### src/rtl/brnpc_pkg.sv
package brnpc_pkg;

    localparam int XLEN     = 32;
    localparam int RIDX_W   = 5;
    localparam int NUM_CC   = 8;
    localparam int CC_IDX_W = $clog2(NUM_CC);
    localparam int LINK_REG = 31;

    localparam logic [5:0] OP_SPECIAL = 6'd0;
    localparam logic [5:0] OP_REGIMM  = 6'd1;
    localparam logic [5:0] OP_J       = 6'd2;
    localparam logic [5:0] OP_JAL     = 6'd3;
    localparam logic [5:0] OP_BEQ     = 6'd4;
    localparam logic [5:0] OP_BNE     = 6'd5;
    localparam logic [5:0] OP_BLEZ    = 6'd6;
    localparam logic [5:0] OP_BGTZ    = 6'd7;
    localparam logic [5:0] OP_COP1    = 6'd17;
    localparam logic [5:0] OP_BEQL    = 6'd20;
    localparam logic [5:0] OP_BNEL    = 6'd21;
    localparam logic [5:0] OP_BLEZL   = 6'd22;
    localparam logic [5:0] OP_BGTZL   = 6'd23;
    localparam logic [5:0] FN_JR      = 6'd8;
    localparam logic [5:0] FN_JALR    = 6'd9;
    localparam logic [4:0] COP1_BC    = 5'd8;

    typedef enum logic [3:0] {
        K_NONE, K_JR, K_JALR, K_J, K_JAL,
        K_BEQ, K_BNE, K_BLEZ, K_BGTZ, K_BLTZ, K_BGEZ, K_FPCC
    } kind_e;

    typedef struct packed {
        kind_e                kind;
        logic                 cond_link;
        logic                 fp_on_true;
        logic [CC_IDX_W-1:0]  fp_idx;
        logic [15:0]          imm;
        logic [25:0]          target;
        logic [RIDX_W-1:0]    rd;
    } dec_t;

    typedef struct packed {
        logic [XLEN-1:0]   next_pc;
        logic              link_we;
        logic [RIDX_W-1:0] link_idx;
        logic [XLEN-1:0]   link_val;
        logic              fault;
        logic              unsup;
    } res_t;

    function automatic int unsigned cc_bit_pos(int unsigned idx);
        return (idx == 0) ? 23 : 24 + idx;
    endfunction

endpackage

### src/rtl/brnpc_decode.sv
module brnpc_decode
    import brnpc_pkg::*;
(
    input  logic [31:0] instr,
    output dec_t        dec
);
    logic [5:0] op;
    logic [4:0] rs;
    logic [4:0] rt;
    logic [5:0] fn;

    assign op = instr[31:26];
    assign rs = instr[25:21];
    assign rt = instr[20:16];
    assign fn = instr[5:0];

    always_comb begin
        dec            = '0;
        dec.kind       = K_NONE;
        dec.imm        = instr[15:0];
        dec.target     = instr[25:0];
        dec.rd         = instr[15:11];
        dec.fp_idx     = rt[4:2];
        dec.fp_on_true = rt[0];
        dec.cond_link  = rt[4];
        unique case (op)
            OP_SPECIAL: begin
                if (fn == FN_JR)        dec.kind = K_JR;
                else if (fn == FN_JALR) dec.kind = K_JALR;
            end
            OP_REGIMM: begin
                if (rt[3:2] == 2'b00)
                    dec.kind = rt[0] ? K_BGEZ : K_BLTZ;
            end
            OP_J:                dec.kind = K_J;
            OP_JAL:              dec.kind = K_JAL;
            OP_BEQ,  OP_BEQL:    dec.kind = K_BEQ;
            OP_BNE,  OP_BNEL:    dec.kind = K_BNE;
            OP_BLEZ, OP_BLEZL:   dec.kind = K_BLEZ;
            OP_BGTZ, OP_BGTZL:   dec.kind = K_BGTZ;
            OP_COP1: begin
                if (rs == COP1_BC) dec.kind = K_FPCC;
            end
            default:             dec.kind = K_NONE;
        endcase
    end

endmodule

### src/rtl/brnpc_resolve.sv
module brnpc_resolve
    import brnpc_pkg::*;
(
    input  dec_t              dec,
    input  logic [XLEN-1:0]   pc,
    input  logic [XLEN-1:0]   src_a,
    input  logic [XLEN-1:0]   src_b,
    input  logic [NUM_CC-1:0] cc,
    output res_t              res
);
    logic [XLEN-1:0] pc_plus4;
    logic [XLEN-1:0] pc_plus8;
    logic [XLEN-1:0] br_target;
    logic [XLEN-1:0] jmp_target;
    logic            a_neg;
    logic            a_zero;
    logic            taken;
    logic            is_branch;

    assign pc_plus4   = pc + XLEN'(4);
    assign pc_plus8   = pc + XLEN'(8);
    assign br_target  = pc_plus4 + {{(XLEN-18){dec.imm[15]}}, dec.imm, 2'b00};
    assign jmp_target = {pc_plus4[XLEN-1:28], dec.target, 2'b00};
    assign a_neg      = src_a[XLEN-1];
    assign a_zero     = (src_a == '0);

    always_comb begin
        taken     = 1'b0;
        is_branch = 1'b1;
        unique case (dec.kind)
            K_BEQ:   taken = (src_a == src_b);
            K_BNE:   taken = (src_a != src_b);
            K_BLEZ:  taken = a_neg || a_zero;
            K_BGTZ:  taken = !a_neg && !a_zero;
            K_BLTZ:  taken = a_neg;
            K_BGEZ:  taken = !a_neg;
            K_FPCC:  taken = (cc[dec.fp_idx] == dec.fp_on_true);
            default: is_branch = 1'b0;
        endcase
    end

    always_comb begin
        res          = '0;
        res.next_pc  = pc;
        res.link_val = pc_plus8;
        if (pc[1:0] != 2'b00) begin
            res.fault = 1'b1;
        end else if (is_branch) begin
            res.next_pc = taken ? br_target : pc_plus8;
            if ((dec.kind == K_BLTZ || dec.kind == K_BGEZ) && dec.cond_link) begin
                res.link_we  = 1'b1;
                res.link_idx = RIDX_W'(LINK_REG);
            end
        end else begin
            unique case (dec.kind)
                K_JR:   res.next_pc = src_a;
                K_JALR: begin
                    res.next_pc  = src_a;
                    res.link_we  = 1'b1;
                    res.link_idx = dec.rd;
                end
                K_J:    res.next_pc = jmp_target;
                K_JAL: begin
                    res.next_pc  = jmp_target;
                    res.link_we  = 1'b1;
                    res.link_idx = RIDX_W'(LINK_REG);
                end
                default: res.unsup = 1'b1;
            endcase
        end
        if (!res.link_we) res.link_val = '0;
    end

    always_comb begin
        AST_FAULT_BLOCKS_LINK: assert (!(res.fault && (res.link_we || res.unsup)));
    end

endmodule

### src/rtl/brnpc_unit.sv
module brnpc_unit
    import brnpc_pkg::*;
(
    input  logic              clk,
    input  logic              rst,
    input  logic              req_i,
    input  logic [31:0]       instr_i,
    input  logic [XLEN-1:0]   pc_i,
    input  logic [XLEN-1:0]   src_a_i,
    input  logic [XLEN-1:0]   src_b_i,
    input  logic [XLEN-1:0]   fcsr_i,
    output logic              valid_o,
    output logic [XLEN-1:0]   next_pc_o,
    output logic              link_we_o,
    output logic [RIDX_W-1:0] link_idx_o,
    output logic [XLEN-1:0]   link_val_o,
    output logic              align_fault_o,
    output logic              unsup_o
);
    logic [NUM_CC-1:0] cc_vec;
    dec_t              dec;
    res_t              res;
    res_t              res_q;
    logic              valid_q;

    for (genvar g = 0; g < NUM_CC; g++) begin : g_cc
        assign cc_vec[g] = fcsr_i[cc_bit_pos(g)];
    end

    brnpc_decode u_decode (
        .instr (instr_i),
        .dec   (dec)
    );

    brnpc_resolve u_resolve (
        .dec   (dec),
        .pc    (pc_i),
        .src_a (src_a_i),
        .src_b (src_b_i),
        .cc    (cc_vec),
        .res   (res)
    );

    always_ff @(posedge clk) begin
        if (rst) begin
            valid_q <= 1'b0;
            res_q   <= '0;
        end else begin
            valid_q <= req_i;
            if (req_i) res_q <= res;
        end
    end

    assign valid_o       = valid_q;
    assign next_pc_o     = res_q.next_pc;
    assign link_we_o     = res_q.link_we;
    assign link_idx_o    = res_q.link_idx;
    assign link_val_o    = res_q.link_val;
    assign align_fault_o = res_q.fault;
    assign unsup_o       = res_q.unsup;

    AST_VALID_FOLLOWS_REQ: assert property (@(posedge clk) disable iff (rst)
        req_i |=> valid_o);
    AST_VALID_NEEDS_REQ: assert property (@(posedge clk) disable iff (rst)
        !req_i |=> !valid_o);
    AST_HOLD_WHEN_IDLE: assert property (@(posedge clk) disable iff (rst)
        !req_i |=> $stable(next_pc_o) && $stable(link_we_o) && $stable(unsup_o));
    AST_FAULT_KEEPS_PC: assert property (@(posedge clk) disable iff (rst)
        valid_o && align_fault_o |-> next_pc_o == $past(pc_i) && !link_we_o && !unsup_o);
    AST_LINK_IS_PC8: assert property (@(posedge clk) disable iff (rst)
        valid_o && link_we_o |-> link_val_o == $past(pc_i) + XLEN'(8));
    AST_UNSUP_KEEPS_PC: assert property (@(posedge clk) disable iff (rst)
        valid_o && unsup_o |-> next_pc_o == $past(pc_i) && !link_we_o && !align_fault_o);

endmodule

### config.mk
export PLATFORM = sky130hd
export DESIGN_NAME = brnpc_unit
export DESIGN_NICKNAME = d
export VERILOG_FILES = /design/src/rtl/brnpc_pkg.sv /design/src/rtl/brnpc_decode.sv /design/src/rtl/brnpc_resolve.sv /design/src/rtl/brnpc_unit.sv
export SDC_FILE = /design/constraint.sdc
export NUM_CORES = 1
export LEC_CHECK = 0
export BUFFER_PORTS_ARGS = -buffer_cell sky130_fd_sc_hd__clkbuf_2
export CAP_MARGIN = 20
export CORE_MARGIN = 10
export CORE_UTILIZATION = 40
export DETAILED_ROUTE_END_ITERATION = 10
export HOLD_SLACK_MARGIN = 0.05
export PLACE_DENSITY_LB_ADDON = 0.12
export REMOVE_ABC_BUFFERS = 1
export SETUP_SLACK_MARGIN = 0.05
export SYNTH_ARGS = -nofsm -noshare
export SYNTH_HDL_FRONTEND = slang
export SYNTH_HIERARCHICAL = 1
export SYNTH_SLANG_ARGS = --single-unit
### constraint.sdc
create_clock -name clk -period 4.2 [get_ports clk]
set_input_delay 0.42 -clock clk [delete_from_list [all_inputs] [get_ports clk]]
set_output_delay 0.42 -clock clk [all_outputs]
set_load 0.02 [all_outputs]
Word level (Yosys, flattened, before mapping). Cells that the tools add are included.

Add/subtract/negate cells: 3. $lt $le $gt $ge: 1. Equality and inequality tests: 29. Mux-type cells: 21. Reductions and logical operators: 18.

Operators with widths (number): two-way mux 38 bit (2); two-way mux 32 bit (2); one-hot mux 32 bit (2 select lines) (1); one-hot mux 4 bit (9 select lines) (1); adder 32 x 3 -> 32 bit, second input constant (1); adder 32 bit (1); adder 32 x 4 -> 32 bit, second input constant (1); equality test 32 bit (1); zero test 32 bit (1); inequality test 32 bit (1); equality test 6 x 5 -> 1 bit, second input constant (5); equality test 6 x 3 -> 1 bit, second input constant (4); equality test 4 x 3 -> 1 bit, second input constant (4); equality test 4 bit, second input constant (4); equality test 6 x 2 -> 1 bit, second input constant (2); equality test 6 x 4 -> 1 bit, second input constant (2); two-way mux 4 bit (3); one-hot mux 6 bit (2 select lines) (1); OR reduction 2 bit (6); equality test 4 x 2 -> 1 bit, second input constant (2); one-hot mux 1 bit (7 select lines) (1); OR reduction 7 bit (1); equality test 6 x 1 -> 1 bit, second input constant (1); zero test 6 bit (1); 14 further kinds (23).

Flip-flop bits (word level): 73. Bits of input ports: 163. Logic and storage cells: 79.

Logic depth before layout (Yosys ltp). Gate-level depths: netlist of the first run.

Depth in word-level cells: 11. Depth in mapped cells: 20.

Modules after synthesis. Netlist of the first run, hierarchy kept.

Modules (own cells, without submodules): brnpc_resolve (times used 1, cells each 729, area each 4727.0 um2, seq. area each 0.0 um2); brnpc_unit (times used 1, cells each 234, area each 2651.3 um2, seq. area each 1461.4 um2); brnpc_decode (times used 1, cells each 84, area each 615.6 um2, seq. area each 0.0 um2).

Least setup slack after synthesis of the first run. Ideal clock, no wire load.

Kind: in2reg. Start: input pc_i[3]. End: register res_q, in the netlist next_pc_o[31]. Arrival: 4130 ps. Data required time: 4136 ps. Slack: 6 ps. Cell stages on the path: 18. Path buffers: 0. Path through: ha_1 -> nand3_1 -> nor4_1 -> nand2_1 -> nor2_1 -> xor2_1 -> ha_1 -> nand2_1 -> a21oi_1 -> o21a_1 -> nor2b_1 -> a221oi_1 -> o21ai_0 -> xnor2_1 -> mux2_2 -> a311oi_1 -> mux2i_1 -> nor2_1.

RTL lines: start: declaration (RTL line brnpc_unit.sv:8) `input logic [XLEN-1:0] pc_i,`; end signal: assignment (RTL line brnpc_unit.sv:50) `if (req_i) res_q <= res;`; end: declaration (RTL line brnpc_unit.sv:23) `res_t res_q;`.

==> reports/metrics.cfg, run 1 <==
[outcome]
status = complete, no violations

[synth]
synth_area_um2 = 7990
yosysSeqAreaShare_pct = 18.3
async_flop_share_pct = 0
syn_avg_cell_area_um2 = 7.64
yosysWarnings = 6
synth-seq-cells = 73
synth_flop_cell = dfxtp_1
syn_inst = 1047
synth_edf_count = 0
synth_cell_types = 71

[global_route]
track_usage_pct = 23.5
grt_pass1_vias = 8597
antenna_found_initial = 2
grt-ovfl-total = 0
grt_pass1_wl_um = 48500
grt_max_degree = 61

[timing]
slew_headroom_pct = 30.8
finClkSkew_ps = 0
drv_slew = 0
max_slew.worst_pin.slew_ps = 1040
rsz0062_at_grt = yes
holdWs_ps = 415
setup_viol = 0
hold_viol = 0
layout_setup_ws_ps = 290
finalSetupTns_ps = 0
fin_crit_ps = 3910
timing.final.crit_share_pct = 93.1
clock.fmax_mhz = 256

[worst_setup_path]
r2r_start = next_pc_o[0]$_SDFFE_PP0P_
reg2reg_depth = 2
rrSetupSlack_ps = 3570
critPathLaunchType = input port
rr_endpoint = next_pc_o[0]$_SDFFE_PP0P_
crit_fanout = 3
critPathMostFrequentCell = buf_4
worstSetupPathType = input port to register
crit_arrival_ps = 4200
cp_slowest_stage_delay_ps = 350
cp_slowest_cell = mux2_2
cp.required_ps = 4490
path_cells = clkbuf_2, buf_4, and4_1, and4_2, nand4_1, buf_4, buf_4, nand2b_1, xnor2_1, ha_1, a21o_1, a21o_1, a21o_1, a221oi_4, buf_4, o21ai_0, xnor2_1, mux2_2, a311oi_1, mux2i_1, nor2_1
end_kind = register

[routing]
dr_total_vias = 8550
drtPass1Iterations = 6
post_drt_wl_per_cell_um = 20.4
drt_iter0_drc = 491
drc = 0
via_per_inst = 5.49
drtAntennaViolNets = 0
finalWirelength_um = 31700

[final_layout]
nNetsFinal = 1487
drive_gt1_share_pct = 31.3
fin_area_um2 = 10000
area_growth_pct = 25.3
fill_cells = 2040
fin_cells = 1558

[clock_network]
clk_latency_ps = 350
cts_tree = done
cts-htree-levels = 3
root_buffer = clkbuf_16
clk_path_buf_depth = 2
clkSinkCount = 73
cts_hold_buf = 0
numCtsBuffers = 9
cts.clk_slew.worst_paths_ps = 70

[placement]
pre_cts_ws_ps = -402
placedInstanceArea_um2 = 9630
placedCellCount = 1539
hpwl_um = 25800
numPortBuffers = 211
gp_congestion = 0.950

[run]
max_cap_viol_count = 0

[floorplanning]
rows = 51
core_area_um2 = 19600
start_util_pct = 40.8
die_h_um = 161
ios = 236
die_area_um2 = 26000
die_x_um = 161

[worst_hold_path]
hold_depth = 4
hp-class = input port to register
hold_path_end = next_pc_o[1]$_SDFFE_PP0P_
min_from = pc_i[1]

[pwr]
leakage_nw = 4.82
power_density_nw_per_um2 = 255
max-vdd-ir-drop_v = 0.000185

cell usage after synthesis, drive strengths merged, types with 3 or more instances:
cell type | number | share of area, %
nor2 | 157 | 7.4
mux2i | 89 | 11
buf | 80 | 8.6
nand2 | 80 | 3.8
dfxtp | 73 | 18
a21oi | 64 | 4.1
xor2 | 64 | 7.0
clkbuf | 51 | 2.4
xnor2 | 50 | 5.5
o21ai | 47 | 2.9
ha | 36 | 5.6
nand3 | 27 | 1.7
nor3 | 20 | 1.6
nor4 | 19 | 1.7
a21o | 17 | 1.6
nand4 | 17 | 1.3
a221oi | 15 | 1.7
inv | 11 | 0.52
nor2b | 11 | 0.86
a22o | 10 | 1.1
a22oi | 10 | 0.94
and3 | 10 | 0.78
a211oi | 7 | 0.66
and2 | 7 | 0.55
nand2b | 7 | 0.55
a31oi | 6 | 0.47
and4 | 6 | 0.66
o211ai | 4 | 0.38
o21a | 4 | 0.38
o21bai | 4 | 0.38
a221o | 3 | 0.38
a222oi | 3 | 0.38
a31o | 3 | 0.33
mux2 | 3 | 0.42
o221ai | 3 | 0.33
per-layer routing:
layer | part of all wire (%) | global-route usage [%] | vias up
met1 | 44 | 29.7 | 4034
met5 | 0.044 | 0 | -
li1 | - | - | 4132
met2 | 47 | 38.2 | 334
met4 | 2.5 | 7.82 | 2
met3 | 7.3 | 5.97 | 48
layout make-up:
class / count / area [um^2] / area share (%)
clock buffers: 10 / 229 / 2.29
repair buffers: 359 / 2180 / 21.8
inverters: 11 / 41.3 / 0.412
multi-input cells: 833 / 5680 / 56.7
diodes: 1 / 2.50 / 0.0250
clock inverters: 6 / 90.1 / 0.899
flip-flops and latches: 73 / 1460 / 14.6
well taps: 265 / 332 / 3.31
registers in the layout, indices dropped and copies added (netlist names):
signal,flops
link_we_o,1
valid_o,1
link_val_o,32
next_pc_o,32
align_fault_o,1
link_idx_o,5
unsup_o,1
worst max-delay path by stage:
stage / from / endpoint / slack (ps) / depth (start not counted)
2_1_floorplan: instr_i[27] / next_pc_o[29]$_SDFFE_PP0P_ / -710 / 13
3_3_place_gp: pc_i[3] / next_pc_o[31]$_SDFFE_PP0P_ / -340 / 22
3_5_place_dp: pc_i[4] / next_pc_o[31]$_SDFFE_PP0P_ / -400 / 22
4_1_cts: pc_i[4] / next_pc_o[31]$_SDFFE_PP0P_ / 130 / 21
5_1_grt: pc_i[4] / next_pc_o[31]$_SDFFE_PP0P_ / 20 / 21
6_report: pc_i[4] / next_pc_o[31]$_SDFFE_PP0P_ / 290 / 21
cell families (layout without fill, tap and decap cells):
group	count (synthesis)	in the layout	synth area share [%]
and+or+nand+nor	369	369	21.7
adders and majority gates	37	37	5.89
AOI/OAI and AO/OA	217	217	17.9
DFF	73	73	18.3
buffers and inverters	142	386	11.5
other	1	3	0.0469
muxes	94	94	12.2
xor gates and xnor gates	114	114	12.5
timing repair:
| action | in CTS | in global routing |
|---|---|---|
| gates resized for setup | 2 | 9 |
| setup endpoints to repair | 1 | 4 |
| pin swaps | 0 | 5 |
| setup buffers | 0 | 2 |
cell usage in the layout, fill, tap and decap left out, types with 4 or more instances in the layout:
cell type  instances
clkbuf_2         210
nor2_1           156
buf_4            148
mux2i_1           89
nand2_1           78
dfxtp_1           73
xor2_1            64
a21oi_1           61
xnor2_1           50
o21ai_0           41
ha_1              36
nand3_1           26
nor4_1            17
nand4_1           17
a21o_1            17
nor3_1            16
a221oi_1          13
nor2b_1           11
inv_1             11
a22oi_1           10
and3_1            10
a22o_1            10
clkbuf_16          9
and2_1             7
nand2b_1           7
a31oi_1            6
a211oi_1           6
and4_1             5
o21ai_1            4
o21bai_1           4
o21a_1             4
o211ai_1           4
critical path, delay by kind of cell:
family | cells | cell delay [ps]
adder cells (fa/ha/maj) | 1 | 190
multiplexers | 2 | 460
AO/OA/AOI/OAI | 6 | 1200
AND/OR/NAND/NOR | 5 | 940
buffers and inverters | 5 | 680
XOR/XNOR | 2 | 310
per-stage QoR:
stage	total power [mW]	utilization, %
after detailed placement	1.68	49.2
after floorplan	1.22	-
after global placement	1.68	49.2
after global routing	2.68	51.1
final	2.55	51.1
after CTS	2.55	50.9
report_power, final:
group / internal, mW / switching [mW]
combinational: 0.418 / 0.541
sequential: 0.720 / 0.0134
clock: 0.523 / 0.338
total: 1.66 / 0.892
(Power assumes the default switching activity.)
==> inputs of run 2 (changes only) <==
- clock period: 4.2 -> 4.3 ns (I/O delays scaled with it)
==> run 2 against run 1 <==
  * Global-route usage rose by 0.31 points
  * Register-to-register slack gained 90 ps
  * Final area shrank 0.90%
  * Utilization is 0.46 points lower
  * Sequential share of layout area is 0.13 points higher
  * Count of clock-buffer cells in the layout unchanged
  * Clock power down 5.2%
  * Wire length rose by 0.58%
  * Worst hold slack improved by 6.6 ps
  * Critical path depth fell by 1
  * Critical endpoint unchanged
  * Largest power group unchanged
==> reports/metrics.cfg, run 2 (synthesized netlist as in run 1, its figures left out) <==
[routing]
drt_iter0_drc = 605  ; +23%
finalWirelength_um = 31900  ; +0.58%
via_per_inst = 5.41  ; -1.4%
post_drt_wl_per_cell_um = 20.6  ; +1.4%
drc = 0  ; unchanged
drtAntennaViolNets = 0  ; unchanged
dr_total_vias = 8365  ; -2.2%
drtPass1Iterations = 5  ; -1

[placement]
hpwl_um = 25500  ; -0.90%
gp_congestion = 0.944  ; -0.54%
numPortBuffers = 211  ; unchanged
placedInstanceArea_um2 = 9570  ; -0.65%

[timing]
timing.final.crit_share_pct = 92.6
rsz0062_at_grt = yes
max_slew.worst_pin.slew_ps = 1130  ; +88.0 ps
slew_headroom_pct = 24.9  ; -5.9 points
finClkSkew_ps = 0  ; unchanged
fin_crit_ps = 3980
setup_viol = 0  ; unchanged
hold_viol = 0  ; unchanged
clock.fmax_mhz = 251
drv_slew = 0  ; unchanged

[final_layout]
multi_input_area_um2 = 5670  ; -0.18%
regArea_um2 = 1460  ; unchanged
nNetsFinal = 1476  ; -0.74%
layout_common_cells = clkbuf_2, nor2_1, buf_4
fin_area_um2 = 9930  ; -0.90%
layout_commonest_cell = clkbuf_2
antenna_cells = 0  ; -1
fill_cells = 2024  ; -0.78%
drive_gt1_share_pct = 30.6  ; -0.67 points
area_growth_pct = 24.2

[global_route]
grt-ovfl-total = 0  ; unchanged
grt_pass1_wl_um = 49000  ; +1.2%
antenna_found_initial = 1  ; -1
grt_max_degree = 65  ; +6.6%
track_usage_pct = 23.8  ; +0.31 points
grt_pass1_vias = 8470  ; -1.5%

[pwr]
p_sw_share_pct = 35.9  ; +0.95 points
seqPwrFrac_pct = 29.1  ; +0.4 points
max-vdd-ir-drop_v = 0.000186  ; +0.71%
combinationalPowerShare_pct = 37.6  ; about the same
finalPower_mw = 2.46  ; -3.8%
leakage_nw = 4.78  ; -0.81%
power_density_nw_per_um2 = 247  ; -2.9%
clkPwrFrac_pct = 33.2  ; -0.5 points
power.internal_mw = 1.57  ; -5.2%
p_switching_mw = 0.881  ; -1.2%

[worst_setup_path]
cp_slowest_stage_delay_ps = 340  ; about the same
r2r_start = unsup_o$_SDFFE_PP0P_
worstSetupPathType = input port to register
crit_buf_inv = 4  ; -1
crit_fanout = 4  ; +1
crit_arrival_ps = 4270  ; +70 ps
worstSetupEndpoint = next_pc_o[31]$_SDFFE_PP0P_
cp.required_ps = 4580  ; +90 ps
crit_family = compound AO/OA/AOI/OAI gates
rr_endpoint = unsup_o$_SDFFE_PP0P_
cp_slowest_cell = mux2_2
reg2reg_depth = 2  ; unchanged
rrSetupSlack_ps = 3660  ; +90 ps
end_kind = register
worst-path-stages = 20  ; -4.8%
critPathLaunchType = input port
cp-startpoint = pc_i[5]
path_cells = clkbuf_2, and4_2, and4_2, nand4_1, buf_4, buf_4, nand2b_1, xnor2_1, ha_1, a21o_1, a21o_1, a21o_1, a221oi_2, buf_4, o21ai_0, xnor2_1, mux2_2, a311oi_1, mux2i_1, nor2_1

[clock_network]
cts_tree = done
clkSinkCount = 73  ; unchanged
clk_path_buf_depth = 2  ; unchanged
cts.clk_slew.worst_paths_ps = 70  ; about the same
numCtsBuffers = 9  ; unchanged
cts-htree-levels = 3  ; unchanged
root_buffer = clkbuf_16
clk_latency_ps = 350  ; about the same

[outcome]
status = complete, no violations

[worst_hold_path]
hold_depth = 4  ; unchanged
hp-class = input port to register

[floorplanning]
die_x_um = 161  ; unchanged
core_area_um2 = 19600  ; unchanged
die_area_um2 = 26000  ; unchanged
start_util_pct = 40.8  ; unchanged
ios = 236  ; unchanged
rows = 51  ; unchanged
die_h_um = 161  ; unchanged

[run]
max_cap_viol_count = 0  ; unchanged

run 2: repair_timing:
action / in CTS / in global routing
setup buffers: 0 / 1
hold buffers: 0 / 0
setup endpoints to repair: 0 / 3
gates resized for setup: 0 / 9
run 2: layer usage:
metal	global-route usage (%)	routed length, um	vias to the layer above	part of all wire [%]
met1	30.1	13800	3834	43
met2	38.9	14700	360	46
met5	0	11	-	0.034
met4	7.86	908	2	2.8
met3	5.74	2490	57	7.8
li1	-	-	4112	-
run 2: power groups by stage:
| stage | Combinational, mW | Clock, mW | Sequential, mW |
|---|---|---|---|
| 3_5_place_dp | 0.905 | 0 | 0.731 |
| 5_1_grt | 1.01 | 0.853 | 0.719 |
| 2_1_floorplan | 0.432 | 0 | 0.763 |
| 4_1_cts | 0.912 | 0.837 | 0.715 |
| 3_3_place_gp | 0.906 | 0 | 0.730 |
| 6_report | 0.924 | 0.816 | 0.715 |
run 2: final cells by class:
type,count,share of cell area (%)
multi-input combinational,833,57.1
timing repair buffer,348,21.3
sequential,73,14.7
tap,265,3.34
clock buffer,10,2.41
clock inverter,6,0.731
inverter,11,0.416
run 2: worst reg2reg max path, stage by stage, from the launching register on:
cell and delay, ps:
dfxtp_1 320, mux2i_1 140, nor2_1 50
run 2: worst min-delay path by stage:
stage,from,end,slack [ps]
2_1_floorplan,rst,valid_o$_SDFF_PP0_,500
3_3_place_gp,next_pc_o[21]$_SDFFE_PP0P_,next_pc_o[21]$_SDFFE_PP0P_,470
3_5_place_dp,link_val_o[24]$_SDFFE_PP0P_,link_val_o[24]$_SDFFE_PP0P_,480
4_1_cts,pc_i[0],next_pc_o[0]$_SDFFE_PP0P_,420
5_1_grt,pc_i[0],next_pc_o[0]$_SDFFE_PP0P_,440
6_report,pc_i[0],next_pc_o[0]$_SDFFE_PP0P_,420
run 2: through the flow:
step,setup TNS [ps],worst slack (ps),hold slack (ps),std cells,util (%)
floorplan,-8380,-616,502,917,-
global placement,-180,-180,472,1529,48.8
detailed placement,-252,-237,482,1529,48.8
CTS,0,121,417,1545,50.4
global route,0,14.0,438,1546,50.7
finish,0,317,422,1546,50.7
